## config.mk

```make
export PLATFORM = sky130hd
export DESIGN_NAME = manchester_rx
export DESIGN_NICKNAME = d
export VERILOG_FILES = /design/src/rtl/mrx_pkg.sv /design/src/rtl/mrx_edge_det.sv /design/src/rtl/mrx_phase_track.sv /design/src/rtl/mrx_bit_out.sv /design/src/rtl/manchester_rx.sv
export SDC_FILE = /design/constraint.sdc
export NUM_CORES = 1
export LEC_CHECK = 0
export ABC_AREA = 1
export CORE_UTILIZATION = 40
export CTS_BUF_LIST = sky130_fd_sc_hd__clkbuf_2 sky130_fd_sc_hd__clkbuf_4 sky130_fd_sc_hd__clkbuf_8
export DETAILED_ROUTE_END_ITERATION = 8
export SLEW_MARGIN = 20
export SYNTH_ARGS = -nofsm -noshare
export SYNTH_HDL_FRONTEND = slang
export SYNTH_SLANG_ARGS = --single-unit
```

## constraint.sdc

```tcl
create_clock -name clk -period 1.8 [get_ports clk]
set_input_delay 0.27 -clock clk [delete_from_list [all_inputs] [get_ports clk]]
set_output_delay 0.27 -clock clk [all_outputs]
set_load 0.1 [all_outputs]
```

## src/rtl/mrx_pkg.sv

```systemverilog
package mrx_pkg;

  typedef enum logic {
    ST_ACQ   = 1'b0,
    ST_TRACK = 1'b1
  } trk_state_t;

  // Position inside the acceptance window around the bit centre.
  function automatic bit in_window(int ph, int mid, int tol);
    return (ph >= mid - tol) && (ph <= mid + tol);
  endfunction

  // Position inside the half-bit-away window (wraps through zero).
  function automatic bit in_off_window(int ph, int osr, int tol);
    return (ph <= tol) || (ph >= osr - tol);
  endfunction

  // Counter value loaded after a miss. The miss is seen at mid+tol, and the
  // other set's centre lies osr/2 samples after the expected one. Loading
  // this value places that centre on position mid.
  function automatic int flip_load(int osr, int mid, int tol);
    return mid - (osr / 2) + tol + 1;
  endfunction

  // Saturating increment of the run length.
  function automatic int run_next(int run, int limit);
    return (run >= limit) ? limit : run + 1;
  endfunction

endpackage

```

## src/rtl/mrx_edge_det.sv

```systemverilog
module mrx_edge_det #(
  parameter int SYNC_STAGES = 2
) (
  input  logic clk,
  input  logic rst,
  input  logic line_in,
  output logic edge_seen,
  output logic edge_up
);
  logic [SYNC_STAGES-1:0] sync_q;
  logic                   prev_q;

  generate
    for (genvar i = 0; i < SYNC_STAGES; i++) begin : g_sync
      if (i == 0) begin : g_first
        always_ff @(posedge clk) begin
          if (rst) sync_q[0] <= 1'b0;
          else     sync_q[0] <= line_in;
        end
      end else begin : g_next
        always_ff @(posedge clk) begin
          if (rst) sync_q[i] <= 1'b0;
          else     sync_q[i] <= sync_q[i-1];
        end
      end
    end
  endgenerate

  always_ff @(posedge clk) begin
    if (rst) prev_q <= 1'b0;
    else     prev_q <= sync_q[SYNC_STAGES-1];
  end

  assign edge_seen = sync_q[SYNC_STAGES-1] ^ prev_q;
  assign edge_up   = sync_q[SYNC_STAGES-1] & ~prev_q;

  // an edge is only ever reported in one cycle for a single line change
  // edge_single_chk
  edge_single_chk: assert property (@(posedge clk) disable iff (rst)
    (edge_seen && $stable(line_in) && $past(!rst)) |=> !edge_seen);

endmodule

```

## src/rtl/mrx_phase_track.sv

```systemverilog
module mrx_phase_track
  import mrx_pkg::*;
#(
  parameter int OSR    = 8,
  parameter int TOL    = 1,
  parameter int LOCK_N = 8
) (
  input  logic clk,
  input  logic rst,
  input  logic edge_seen,
  input  logic edge_up,
  output logic hit,
  output logic hit_up,
  output logic miss,
  output logic locked
);
  localparam int MID = OSR / 2;
  localparam int PW  = $clog2(OSR);
  localparam int CW  = $clog2(LOCK_N + 1);
  localparam logic [PW-1:0] PH_ALIGN = PW'(MID + TOL);
  localparam logic [PW-1:0] PH_FLIP  = PW'(flip_load(OSR, MID, TOL));
  localparam logic [PW-1:0] PH_LAST  = PW'(OSR - 1);

  trk_state_t    state_q;
  logic [PW-1:0] ph_q;
  logic          hit_done_q;
  logic          off_seen_q;
  logic          resolved_q;
  logic          skip_eval_q;
  logic [CW-1:0] run_q;
  logic          locked_q;

  logic          in_win, win_end, in_off;
  logic          acq_edge, resolve_now, lock_set;
  logic [CW-1:0] run_nx;

  always_comb begin
    in_win      = in_window(int'(ph_q), MID, TOL);
    win_end     = (int'(ph_q) == MID + TOL);
    in_off      = in_off_window(int'(ph_q), OSR, TOL);
    acq_edge    = (state_q == ST_ACQ) && edge_seen;
    hit         = (state_q == ST_TRACK) && edge_seen && in_win && !hit_done_q;
    miss        = (state_q == ST_TRACK) && win_end && !hit_done_q && !hit;
    hit_up      = edge_up;
    resolve_now = hit && !skip_eval_q && !off_seen_q;
    run_nx      = CW'(run_next(int'(run_q), LOCK_N));
    lock_set    = hit && (int'(run_nx) >= LOCK_N) && (resolved_q || resolve_now);
  end

  always_ff @(posedge clk) begin
    if (rst) begin
      state_q     <= ST_ACQ;
      ph_q        <= '0;
      hit_done_q  <= 1'b0;
      off_seen_q  <= 1'b0;
      resolved_q  <= 1'b0;
      skip_eval_q <= 1'b0;
      run_q       <= '0;
      locked_q    <= 1'b0;
    end else if (acq_edge) begin
      state_q     <= ST_TRACK;
      ph_q        <= PH_ALIGN;
      hit_done_q  <= 1'b1;
      off_seen_q  <= 1'b0;
      resolved_q  <= 1'b0;
      skip_eval_q <= 1'b0;
      run_q       <= CW'(1);
    end else if (miss) begin
      ph_q        <= PH_FLIP;
      hit_done_q  <= 1'b0;
      off_seen_q  <= 1'b0;
      resolved_q  <= 1'b0;
      skip_eval_q <= 1'b1;
      run_q       <= '0;
      locked_q    <= 1'b0;
    end else if (hit) begin
      ph_q        <= PH_ALIGN;
      hit_done_q  <= 1'b1;
      off_seen_q  <= 1'b0;
      skip_eval_q <= 1'b0;
      resolved_q  <= resolved_q | resolve_now;
      run_q       <= run_nx;
      if (lock_set) locked_q <= 1'b1;
    end else begin
      ph_q <= (ph_q == PH_LAST) ? '0 : ph_q + PW'(1);
      if (win_end) hit_done_q <= 1'b0;
      if (edge_seen && in_off) off_seen_q <= 1'b1;
    end
  end

  assign locked = locked_q;


  // locked_drop_chk
  locked_drop_chk: assert property (@(posedge clk) disable iff (rst)
    miss |=> !locked);


  // lock_on_hit_chk
  lock_on_hit_chk: assert property (@(posedge clk) disable iff (rst)
    $rose(locked) |-> $past(hit));


  // lock_run_chk
  lock_run_chk: assert property (@(posedge clk) disable iff (rst)
    locked |-> (int'(run_q) == LOCK_N));


  // flip_no_hit_chk
  flip_no_hit_chk: assert property (@(posedge clk) disable iff (rst)
    miss |=> !hit);

endmodule

```

## src/rtl/mrx_bit_out.sv

```systemverilog
module mrx_bit_out (
  input  logic clk,
  input  logic rst,
  input  logic hit,
  input  logic hit_up,
  input  logic locked,
  output logic rx_bit,
  output logic rx_bit_vld
);
  always_ff @(posedge clk) begin
    if (rst) begin
      rx_bit     <= 1'b0;
      rx_bit_vld <= 1'b0;
    end else begin
      rx_bit_vld <= hit && locked;
      if (hit && locked) rx_bit <= hit_up;
    end
  end


  // strobe_gap_chk
  strobe_gap_chk: assert property (@(posedge clk) disable iff (rst)
    rx_bit_vld |=> !rx_bit_vld);


  // strobe_locked_chk
  strobe_locked_chk: assert property (@(posedge clk) disable iff (rst)
    rx_bit_vld |-> $past(locked));

endmodule

```

## src/rtl/manchester_rx.sv

```systemverilog
module manchester_rx #(
  parameter int OSR         = 8,
  parameter int TOL         = 1,
  parameter int LOCK_N      = 8,
  parameter int SYNC_STAGES = 2
) (
  input  logic clk,
  input  logic rst,
  input  logic line_in,
  output logic rx_bit,
  output logic rx_bit_vld,
  output logic rx_locked
);
  logic edge_seen, edge_up;
  logic hit, hit_up, miss, locked;

  mrx_edge_det #(.SYNC_STAGES(SYNC_STAGES)) u_edge (
    .clk(clk), .rst(rst), .line_in(line_in),
    .edge_seen(edge_seen), .edge_up(edge_up)
  );

  mrx_phase_track #(.OSR(OSR), .TOL(TOL), .LOCK_N(LOCK_N)) u_track (
    .clk(clk), .rst(rst), .edge_seen(edge_seen), .edge_up(edge_up),
    .hit(hit), .hit_up(hit_up), .miss(miss), .locked(locked)
  );

  mrx_bit_out u_out (
    .clk(clk), .rst(rst), .hit(hit), .hit_up(hit_up), .locked(locked),
    .rx_bit(rx_bit), .rx_bit_vld(rx_bit_vld)
  );

  assign rx_locked = locked;

endmodule

```

==> flow_summary.yaml, run 1 <==
run_status:
  status: "finished, final reports clean"
pwr:
  finalPower_uw: 733
  max-vdd-ir-drop_uv: 385
  power.leakage_nw: 0.458
  power-per-cell-area_nw_per_um2: 735
floorplan:
  core_um2: 2040
  io_pins: 6
  chipWidth_um: 49.6
  initial_utilization: 0.444
  die-area_um2: 2460
  die_height_um: 49.6
  rows: 16
clocking:
  cts_hold_buf: 0
  clock_latency_ns: 0.29
  post_cts_buffers: 0
  cts_buffers: 3
  cts_tree: "yes"
  cts.path.max_buffers: 2
  cts-root-buf: "clkbuf_4"
  clock-sinks: 18
  ctsResizeCount: 0
  cts_max_level: 1
  clkTransAtPathRegs_ns: 0.10
placement:
  placed_cells: 149
  gp_congestion: 0.756
  pre_cts_ws_ns: 0.137
  dpl_cell_area_um2: 967
  dp_hpwl_um: 1130
  port_buffers: 5
critical_path:
  crit_path_frequent_cell: "inv_1"
  crit_buf_inv: 4
  cp_cell_sequence: "inv_1, ha_1, inv_1, nand3_1, inv_1, nand3_4, inv_1, nand3_1, a21oi_1"
  cp_slowest_cell: "dfxtp_1"
  cpPeakStageDelay_ns: 0.31
  crit_required_ns: 2.02
  cp-end-kind: "register"
  path_delay_family: "buffers and inverters"
  crit_path_max_fanout: 12
  crit_type: "reg -> reg"
  crit_path_start_kind: "register"
  crit_arrival_ns: 1.77
grt:
  grt_pass1_vias: 650
  grt_pass1_wl_um: 2510
  grt_overflow_total: 0
  grt_max_degree: 13
  gr-usage-all-layers: 0.132
  antenna_found_initial: 0
synthesis:
  synth_area_per_cell_um2: 7.61
  ys_ff_latch: 18
  synth_top_cell_area_share: 0.398
  async_flop_share: 0
  ys_seq_area_frac: 0.398
  yosysWarningCount: 0
  syn_nets: 129
  synth_edf_count: 0
  postSynthCellCount: 119
  synthTopCellsByArea: "dfxtp_1, inv_1, ha_1"
  synth_area_um2: 906
  ys_types: 23
  synth_ff_type: "dfxtp_1"
  yosys.area.top_type: "dfxtp_1"
detailed_routing:
  totalWireLength_um: 1410
  dr.pass1.iters: 4
  drt-wirelength-per-cell_um: 9.29
  via_per_inst: 4.67
  antenna_left: 0
  drtIter0Drc: 8
  drc_errors: 0
  vias: 710
timing:
  fin_ws_ns: 0.248
  final_hold_viol_count: 0
  final.setup_skew_ns: 0.00802
  fin_tns_setup_ns: 0
  max_slew.worst_pin.slew_ns: 0.303
  min_period_ns: 1.55
  fmax_ghz: 0.644
  relSlewSlack: 0.797
  post-route-period-util: 0.862
  whs_ns: 0.412
  rsz0062_at_grt: "false"
  slew_violations: 0
  setup-violations-final: 0
final_layout:
  fillers: 234
  antenna_cells: 0
  final_cell_area_um2: 997
  multi_input_area_um2: 440
  layout_commonest_cell: "inv_1"
  finish.utilization: 0.488
  stdcell_count: 152
  layout_common_cells: "inv_1, nand2_1, dfxtp_1, nor2_1, a21oi_1"
  layout-drive-gt1-share: 0.152
  layout-area-overhead-vs-synth_pct: 10.1
  regArea_um2: 360
  fin_nets: 137
flow_run:
  drv_cap: 0
hold_path:
  holdCritPathClass: "reg -> reg"
## cell families after synthesis
kind of cell               count (synthesis)  share of synthesized area
AOI/OAI and AO/OA                         17                      0.109
and+or+nand+nor                           49                      0.272
adders and majority gates                  7                     0.0967
buffers and inverters                     28                      0.124
DFF                                       18                      0.398
## synth_stat cells, types with 2 or more instances
cell and instances:
a21oi_1 9, dfxtp_1 18, ha_1 7, inv_1 25
nand2_1 18, nand2_2 3, nand3_1 5, nand3_2 2
nor2_1 13, nor3_1 3, o21ai_1 4
## registers in the layout, indices dropped and copies added (netlist names)
signal and count:
u_edge.prev_q 1, u_edge.sync_q 2, u_out.rx_bit 1, u_out.rx_bit_vld 1
u_track.hit_done_q 1, u_track.locked 1, u_track.off_seen_q 1, u_track.ph_q 3
u_track.resolved_q 1, u_track.run_q 4, u_track.skip_eval_q 1, u_track.state_q 1
## worst reg2reg max path: cells and delay by family, from the launching register on
family / cells / cell delay, ns
flip-flops: 1 / 0.31
buffers and inverters: 4 / 0.39
AND/OR/NAND/NOR: 3 / 0.34
adder cells (fa/ha/maj): 1 / 0.31
AO/OA/AOI/OAI: 1 / 0.14
## report_power, final
group / internal (mW) / switching (mW) / total (mW)
Clock: 0.0777 / 0.114 / 0.192
Combinational: 0.0414 / 0.0653 / 0.107
Sequential: 0.417 / 0.0176 / 0.434
Total: 0.536 / 0.197 / 0.733
## cell type report
cell class	instances	area share
clock buffer	3	0.0226
multi-input combinational	73	0.442
timing repair buffer	5	0.0427
sequential	18	0.361
inverter	26	0.0979
tap	27	0.0339
## metal layers
| layer | vias up | wire length, um | GRT usage |
|---|---|---|---|
| met5 | - | 0 | 0 |
| met4 | 0 | 10 | 0.0286 |
| met3 | 2 | 39 | 0.0556 |
| met2 | 5 | 662 | 0.225 |
| met1 | 324 | 699 | 0.152 |
| li1 | 379 | - | - |
## worst paths after layout
kind	end	start	cells after the start	slack, ns
max	u_track.run_q[1]$_SDFFE_PP0N_	u_edge.prev_q$_SDFF_PP0_	9	0.25
min	u_edge.sync_q[1]$_SDFF_PP0_	u_edge.sync_q[0]$_SDFF_PP0_	2	0.41
max reg2reg	u_track.run_q[1]$_SDFFE_PP0N_	u_edge.prev_q$_SDFF_PP0_	9	0.25
min reg2reg	u_edge.sync_q[1]$_SDFF_PP0_	u_edge.sync_q[0]$_SDFF_PP0_	2	0.41
(Power assumes the default switching activity.)
==> inputs of run 2 (changes only) <==
==> constraint.sdc (replaced) <==
create_clock -name clk -period 1.8 [get_ports clk]
set_input_delay 0.45 -clock clk [delete_from_list [all_inputs] [get_ports clk]]
set_output_delay 0.45 -clock clk [all_outputs]
set_load 0.1 [all_outputs]
==> run 2 against run 1 <==
Compared with the run above:
- hold slack better by 0.0057 ns
- worst setup slack improved by 0.0014 ns
- core utilization up 2.9 points
- combinational power is essentially flat
- design area up 5.9%
- critical path type unchanged
- largest cell class unchanged
- largest power group unchanged
==> flow_summary.yaml, run 2 (same netlist as run 1, synthesis figures left out) <==
critical_path:
  crit_start: "u_edge.prev_q$_SDFF_PP0_"
  path_depth: 9
  reg2reg_slack_ns: 0.25
  crit_end: "u_track.run_q[1]$_SDFFE_PP0N_"
  cp_slowest_cell: "dfxtp_1"
  cp_cell_sequence: "inv_1, ha_1, inv_1, nand3_1, inv_1, nand3_4, inv_1, nand3_1, a21oi_1"
  crit_arrival_ns: 1.79
  r2r-start: "u_edge.prev_q$_SDFF_PP0_"
  crit_type: "reg -> reg"
  crit_path_max_fanout: 12
  crit_buf_inv: 4
  reg2reg_to: "u_track.run_q[1]$_SDFFE_PP0N_"
  cp-end-kind: "register"
  crit_required_ns: 2.04
  crit_path_frequent_cell: "inv_1"
  crit_path_start_kind: "register"
  cpPeakStageDelay_ns: 0.33
  path_delay_family: "buffers and inverters"
  reg2regPathDepth: 9
grt:
  grt_pass1_vias: 664
  grt_pass1_wl_um: 2800
  grt_overflow_total: 0
  gr-usage-all-layers: 0.152
  grt_max_degree: 13
  antenna_found_initial: 0
clocking:
  cts.path.max_buffers: 2
  clkTransAtPathRegs_ns: 0.10
  cts-root-buf: "clkbuf_4"
  cts_buffers: 3
  cts_tree: "yes"
  cts_max_level: 1
  clock_latency_ns: 0.31
  clock-sinks: 18
  cts_hold_buf: 0
detailed_routing:
  drc_errors: 0
  dr.pass1.iters: 4
  totalWireLength_um: 1550
  drtIter0Drc: 16
  via_per_inst: 4.67
  vias: 719
  antenna_left: 0
  drt-wirelength-per-cell_um: 10.1
floorplan:
  chipWidth_um: 49.6
  core_um2: 2040
  die-area_um2: 2460
  die_height_um: 49.6
  io_pins: 6
  initial_utilization: 0.444
  rows: 16
pwr:
  p_int_uw: 583
  p_switching_uw: 220
  swShare: 0.274
  power-per-cell-area_nw_per_um2: 761
  max-vdd-ir-drop_uv: 394
  comb_power_share: 0.136
  power.leakage_nw: 0.478
  seqPwrFrac: 0.540
  pwr-share-clk: 0.324
final_layout:
  largest_register: "u_track.run_q"
  largest_reg_flops: 4
  layout-drive-gt1-share: 0.165
  layout_common_cells: "inv_1, nand2_1, dfxtp_1, nor2_1, a21oi_1"
  antenna_cells: 0
  layout-area-overhead-vs-synth_pct: 16.6
  layout_commonest_cell: "inv_1"
  largest_registers: "u_track.run_q (4), u_track.ph_q (3), u_edge.sync_q (2)"
  fin_nets: 138
  fillers: 206
timing:
  final_hold_viol_count: 0
  whs_ns: 0.418
  setup-violations-final: 0
  fin_tns_setup_ns: 0
  post-route-period-util: 0.861
  relSlewSlack: 0.790
  rsz0062_at_grt: "false"
  final.setup_skew_ns: 0.00773
  max_slew.worst_pin.slew_ns: 0.314
  slew_violations: 0
  min_period_ns: 1.55
  fmax_ghz: 0.645
hold_path:
  holdCritPathClass: "reg -> reg"
placement:
  dp_hpwl_um: 1180
  port_buffers: 5
  gp_congestion: 0.776
flow_run:
  drv_cap: 0
run_status:
  status: "finished, final reports clean"
run 2: worst min path at each step:
stage | start | endpoint | slack (ns) | cells past startpoint
global route | u_edge.sync_q[0]$_SDFF_PP0_ | u_edge.sync_q[1]$_SDFF_PP0_ | 0.45 | 2
detailed placement | u_edge.sync_q[0]$_SDFF_PP0_ | u_edge.sync_q[1]$_SDFF_PP0_ | 0.41 | 2
finish | u_edge.sync_q[0]$_SDFF_PP0_ | u_edge.sync_q[1]$_SDFF_PP0_ | 0.42 | 2
global placement | u_edge.sync_q[0]$_SDFF_PP0_ | u_edge.sync_q[1]$_SDFF_PP0_ | 0.40 | 2
CTS | u_edge.sync_q[0]$_SDFF_PP0_ | u_edge.sync_q[1]$_SDFF_PP0_ | 0.42 | 2
floorplan | u_edge.sync_q[0]$_SDFF_PP0_ | u_edge.sync_q[1]$_SDFF_PP0_ | 0.39 | 2
run 2: power groups by stage:
stage,combinational (mW),sequential [mW],clock [mW]
after global routing,0.127,0.438,0.283
after global placement,0.107,0.443,0
after CTS,0.108,0.434,0.268
final,0.109,0.434,0.260
after detailed placement,0.107,0.443,0
after floorplan,0.0863,0.440,0
run 2: area by class of cell:
type,count,area (um^2),area share
multi-input combinational,73,440,0.417
sequential,18,360,0.341
inverter,26,97.6,0.0924
tap,27,33.8,0.0320
timing repair buffer,6,87.6,0.0829
clock buffer,4,36.3,0.0344
run 2: worst register-to-register path: cells and delay by family, from the launching register on:
family	cells	cell delay, ns
buffers and inverters	4	0.40
flip-flops	1	0.33
AND/OR/NAND/NOR	3	0.34
AO/OA/AOI/OAI	1	0.12
adder cells (fa/ha/maj)	1	0.31
run 2: stage by stage:
| step | cell area (um^2) | util | cells | power, mW | worst slack (ns) |
|---|---|---|---|---|---|
| finish | 1060 | 0.517 | 154 | 0.803 | 0.250 |
| global route | 1060 | 0.517 | 154 | 0.848 | 0.0913 |
| CTS | 1050 | 0.513 | 154 | 0.810 | 0.128 |
| detailed placement | 1010 | 0.496 | 150 | 0.550 | 0.166 |
| global placement | 1010 | 0.496 | 150 | 0.550 | 0.191 |
| floorplan | 906 | - | 119 | 0.526 | 0.227 |
run 2: per-layer routing:
metal  vias up  GRT usage  share of wire
met5         -          0              0
met4         0     0.0857          0.013
met3         2     0.0370          0.021
met2         5      0.230           0.46
met1       331      0.196           0.50
li1        381          -              -
run 2: repair_timing:
item,CTS,global route
setup buffers,0,0
endpoints found under the setup margin,0,4
gates resized for setup,0,1
==> inputs of run 3 (changes only) <==
clock period = 2 ns   (was 1.8 ns; I/O delays follow)
==> run 3 against run 2 <==
Compared with the run above:
- critical path depth is the same
- count of clock-buffer cells in the layout unchanged
- fmax down 8.5%
- combinational power decreased by 11%
- hold slack better by 0.0041 ns
- wire length shrank 3.0%
- design area decreased by 5.0%
- global-route usage down 1.0 points
- via count is 5.6% lower
- sequential share of layout area up 1.8 points
- total power fell by 12%
- largest power group unchanged
==> flow_summary.yaml, run 3 (same netlist as run 1, synthesis figures left out) <==
pwr:
  power-per-cell-area_nw_per_um2: 708
  finalPower_uw: 711
  max-vdd-ir-drop_uv: 467
  power.leakage_nw: 0.465
floorplan:
  initial_utilization: 0.444
  chipWidth_um: 49.6
  die-area_um2: 2460
  rows: 16
  die_height_um: 49.6
  io_pins: 6
  core_um2: 2040
detailed_routing:
  via_per_inst: 4.44
  vias: 679
  totalWireLength_um: 1500
  dr.pass1.iters: 4
  drtIter0Drc: 15
  antenna_left: 0
  drc_errors: 0
  drt-wirelength-per-cell_um: 9.81
critical_path:
  crit_buf_inv: 4
  crit_type: "reg -> reg"
  cp-end-kind: "register"
  crit_required_ns: 2.23
  path_delay_family: "simple AND/OR/NAND/NOR gates"
  crit_path_start_kind: "register"
  cpPeakStageDelay_ns: 0.32
  crit_path_frequent_cell: "inv_1"
  cp_cell_sequence: "inv_1, ha_1, inv_1, nand3_1, inv_1, nand3_2, inv_1, nand3_1, a21oi_1"
  crit_arrival_ns: 1.92
  cp_slowest_cell: "dfxtp_1"
  crit_path_max_fanout: 12
timing:
  final_hold_viol_count: 0
  max_slew.worst_pin.slew_ns: 0.319
  fmax_ghz: 0.590
  relSlewSlack: 0.786
  rsz0062_at_grt: "false"
  final.setup_skew_ns: 0.000707
  slew_violations: 0
  fin_tns_setup_ns: 0
  whs_ns: 0.422
  setup-violations-final: 0
  min_period_ns: 1.69
  post-route-period-util: 0.847
grt:
  antenna_found_initial: 0
  grt_pass1_wl_um: 2630
  gr-usage-all-layers: 0.142
  grt_pass1_vias: 631
  grt_overflow_total: 0
  grt_max_degree: 13
clocking:
  clock_latency_ns: 0.29
  clock-sinks: 18
  cts_buffers: 3
  cts-root-buf: "clkbuf_4"
  cts.path.max_buffers: 2
  cts_hold_buf: 0
  post_cts_buffers: 0
  clkTransAtPathRegs_ns: 0.10
  ctsResizeCount: 0
  cts_max_level: 1
  cts_tree: "yes"
run_status:
  status: "finished, final reports clean"
final_layout:
  antenna_cells: 0
  layout-drive-gt1-share: 0.159
  layout-area-overhead-vs-synth_pct: 10.8
  multi_input_area_um2: 433
  fin_nets: 137
  layout_common_cells: "inv_1, nand2_1, dfxtp_1, nor2_1, a21oi_1"
  largest_register: "u_track.run_q"
  regArea_um2: 360
  fillers: 213
  largest_registers: "u_track.run_q (4), u_track.ph_q (3), u_edge.sync_q (2)"
  largest_reg_flops: 4
  final_cell_area_um2: 1000
  layout_commonest_cell: "inv_1"
  finish.utilization: 0.491
placement:
  gp_congestion: 0.744
  port_buffers: 5
  dpl_cell_area_um2: 967
  dp_hpwl_um: 1170
flow_run:
  drv_cap: 0
hold_path:
  holdCritPathClass: "reg -> reg"
==> run 3: cell count changes in the layout (fill, tap and decap cells not counted), sizes merged <==
cell,delta
buf,-1
==> run 3: path summary, 6_finish.rpt <==
kind	depth (start not counted)	startpoint	to	slack (ns)
worst min register to register	2	u_edge.sync_q[0]$_SDFF_PP0_	u_edge.sync_q[1]$_SDFF_PP0_	0.42
worst max register to register	9	u_edge.prev_q$_SDFF_PP0_	u_track.run_q[1]$_SDFFE_PP0N_	0.31
worst min-delay path	2	u_edge.sync_q[0]$_SDFF_PP0_	u_edge.sync_q[1]$_SDFF_PP0_	0.42
worst max-delay path	9	u_edge.prev_q$_SDFF_PP0_	u_track.run_q[1]$_SDFFE_PP0N_	0.31
==> run 3: power by group <==
part / leakage, nW / internal, mW / total [mW] / switching, mW
Sequential: 0.147 / 0.375 / 0.391 / 0.0162
Combinational: 0.297 / 0.0374 / 0.0966 / 0.0591
Clock: 0.0210 / 0.111 / 0.223 / 0.112
Total: 0.465 / 0.523 / 0.711 / 0.187
==> run 3: final cells by class <==
type,count,share of cell area
clock buffers,4,0.0362
inverters,26,0.0973
multi-input cells,73,0.431
flip-flops and latches,18,0.359
well taps,27,0.0337
repair buffers,5,0.0424
==> run 3: tightest hold or removal path, cell delays in order, from the launching register on <==
cell and delay, ns:
dfxtp_1 0.32, inv_1 0.04, nor2_1 0.03
==> run 3: layer usage <==
metal	vias to the layer above	routed length [um]	global-route usage
met5	-	0	0
met1	296	779	0.190
met4	0	14	0.0714
met3	2	23	0.0370
met2	3	683	0.207
li1	378	-	-
==> run 3: stage by stage <==
| stage | std cells | setup WS, ns |
|---|---|---|
| floorplan | 119 | 0.427 |
| global placement | 149 | 0.338 |
| detailed placement | 149 | 0.326 |
| CTS | 153 | 0.296 |
| global route | 153 | 0.172 |
| finish | 153 | 0.306 |
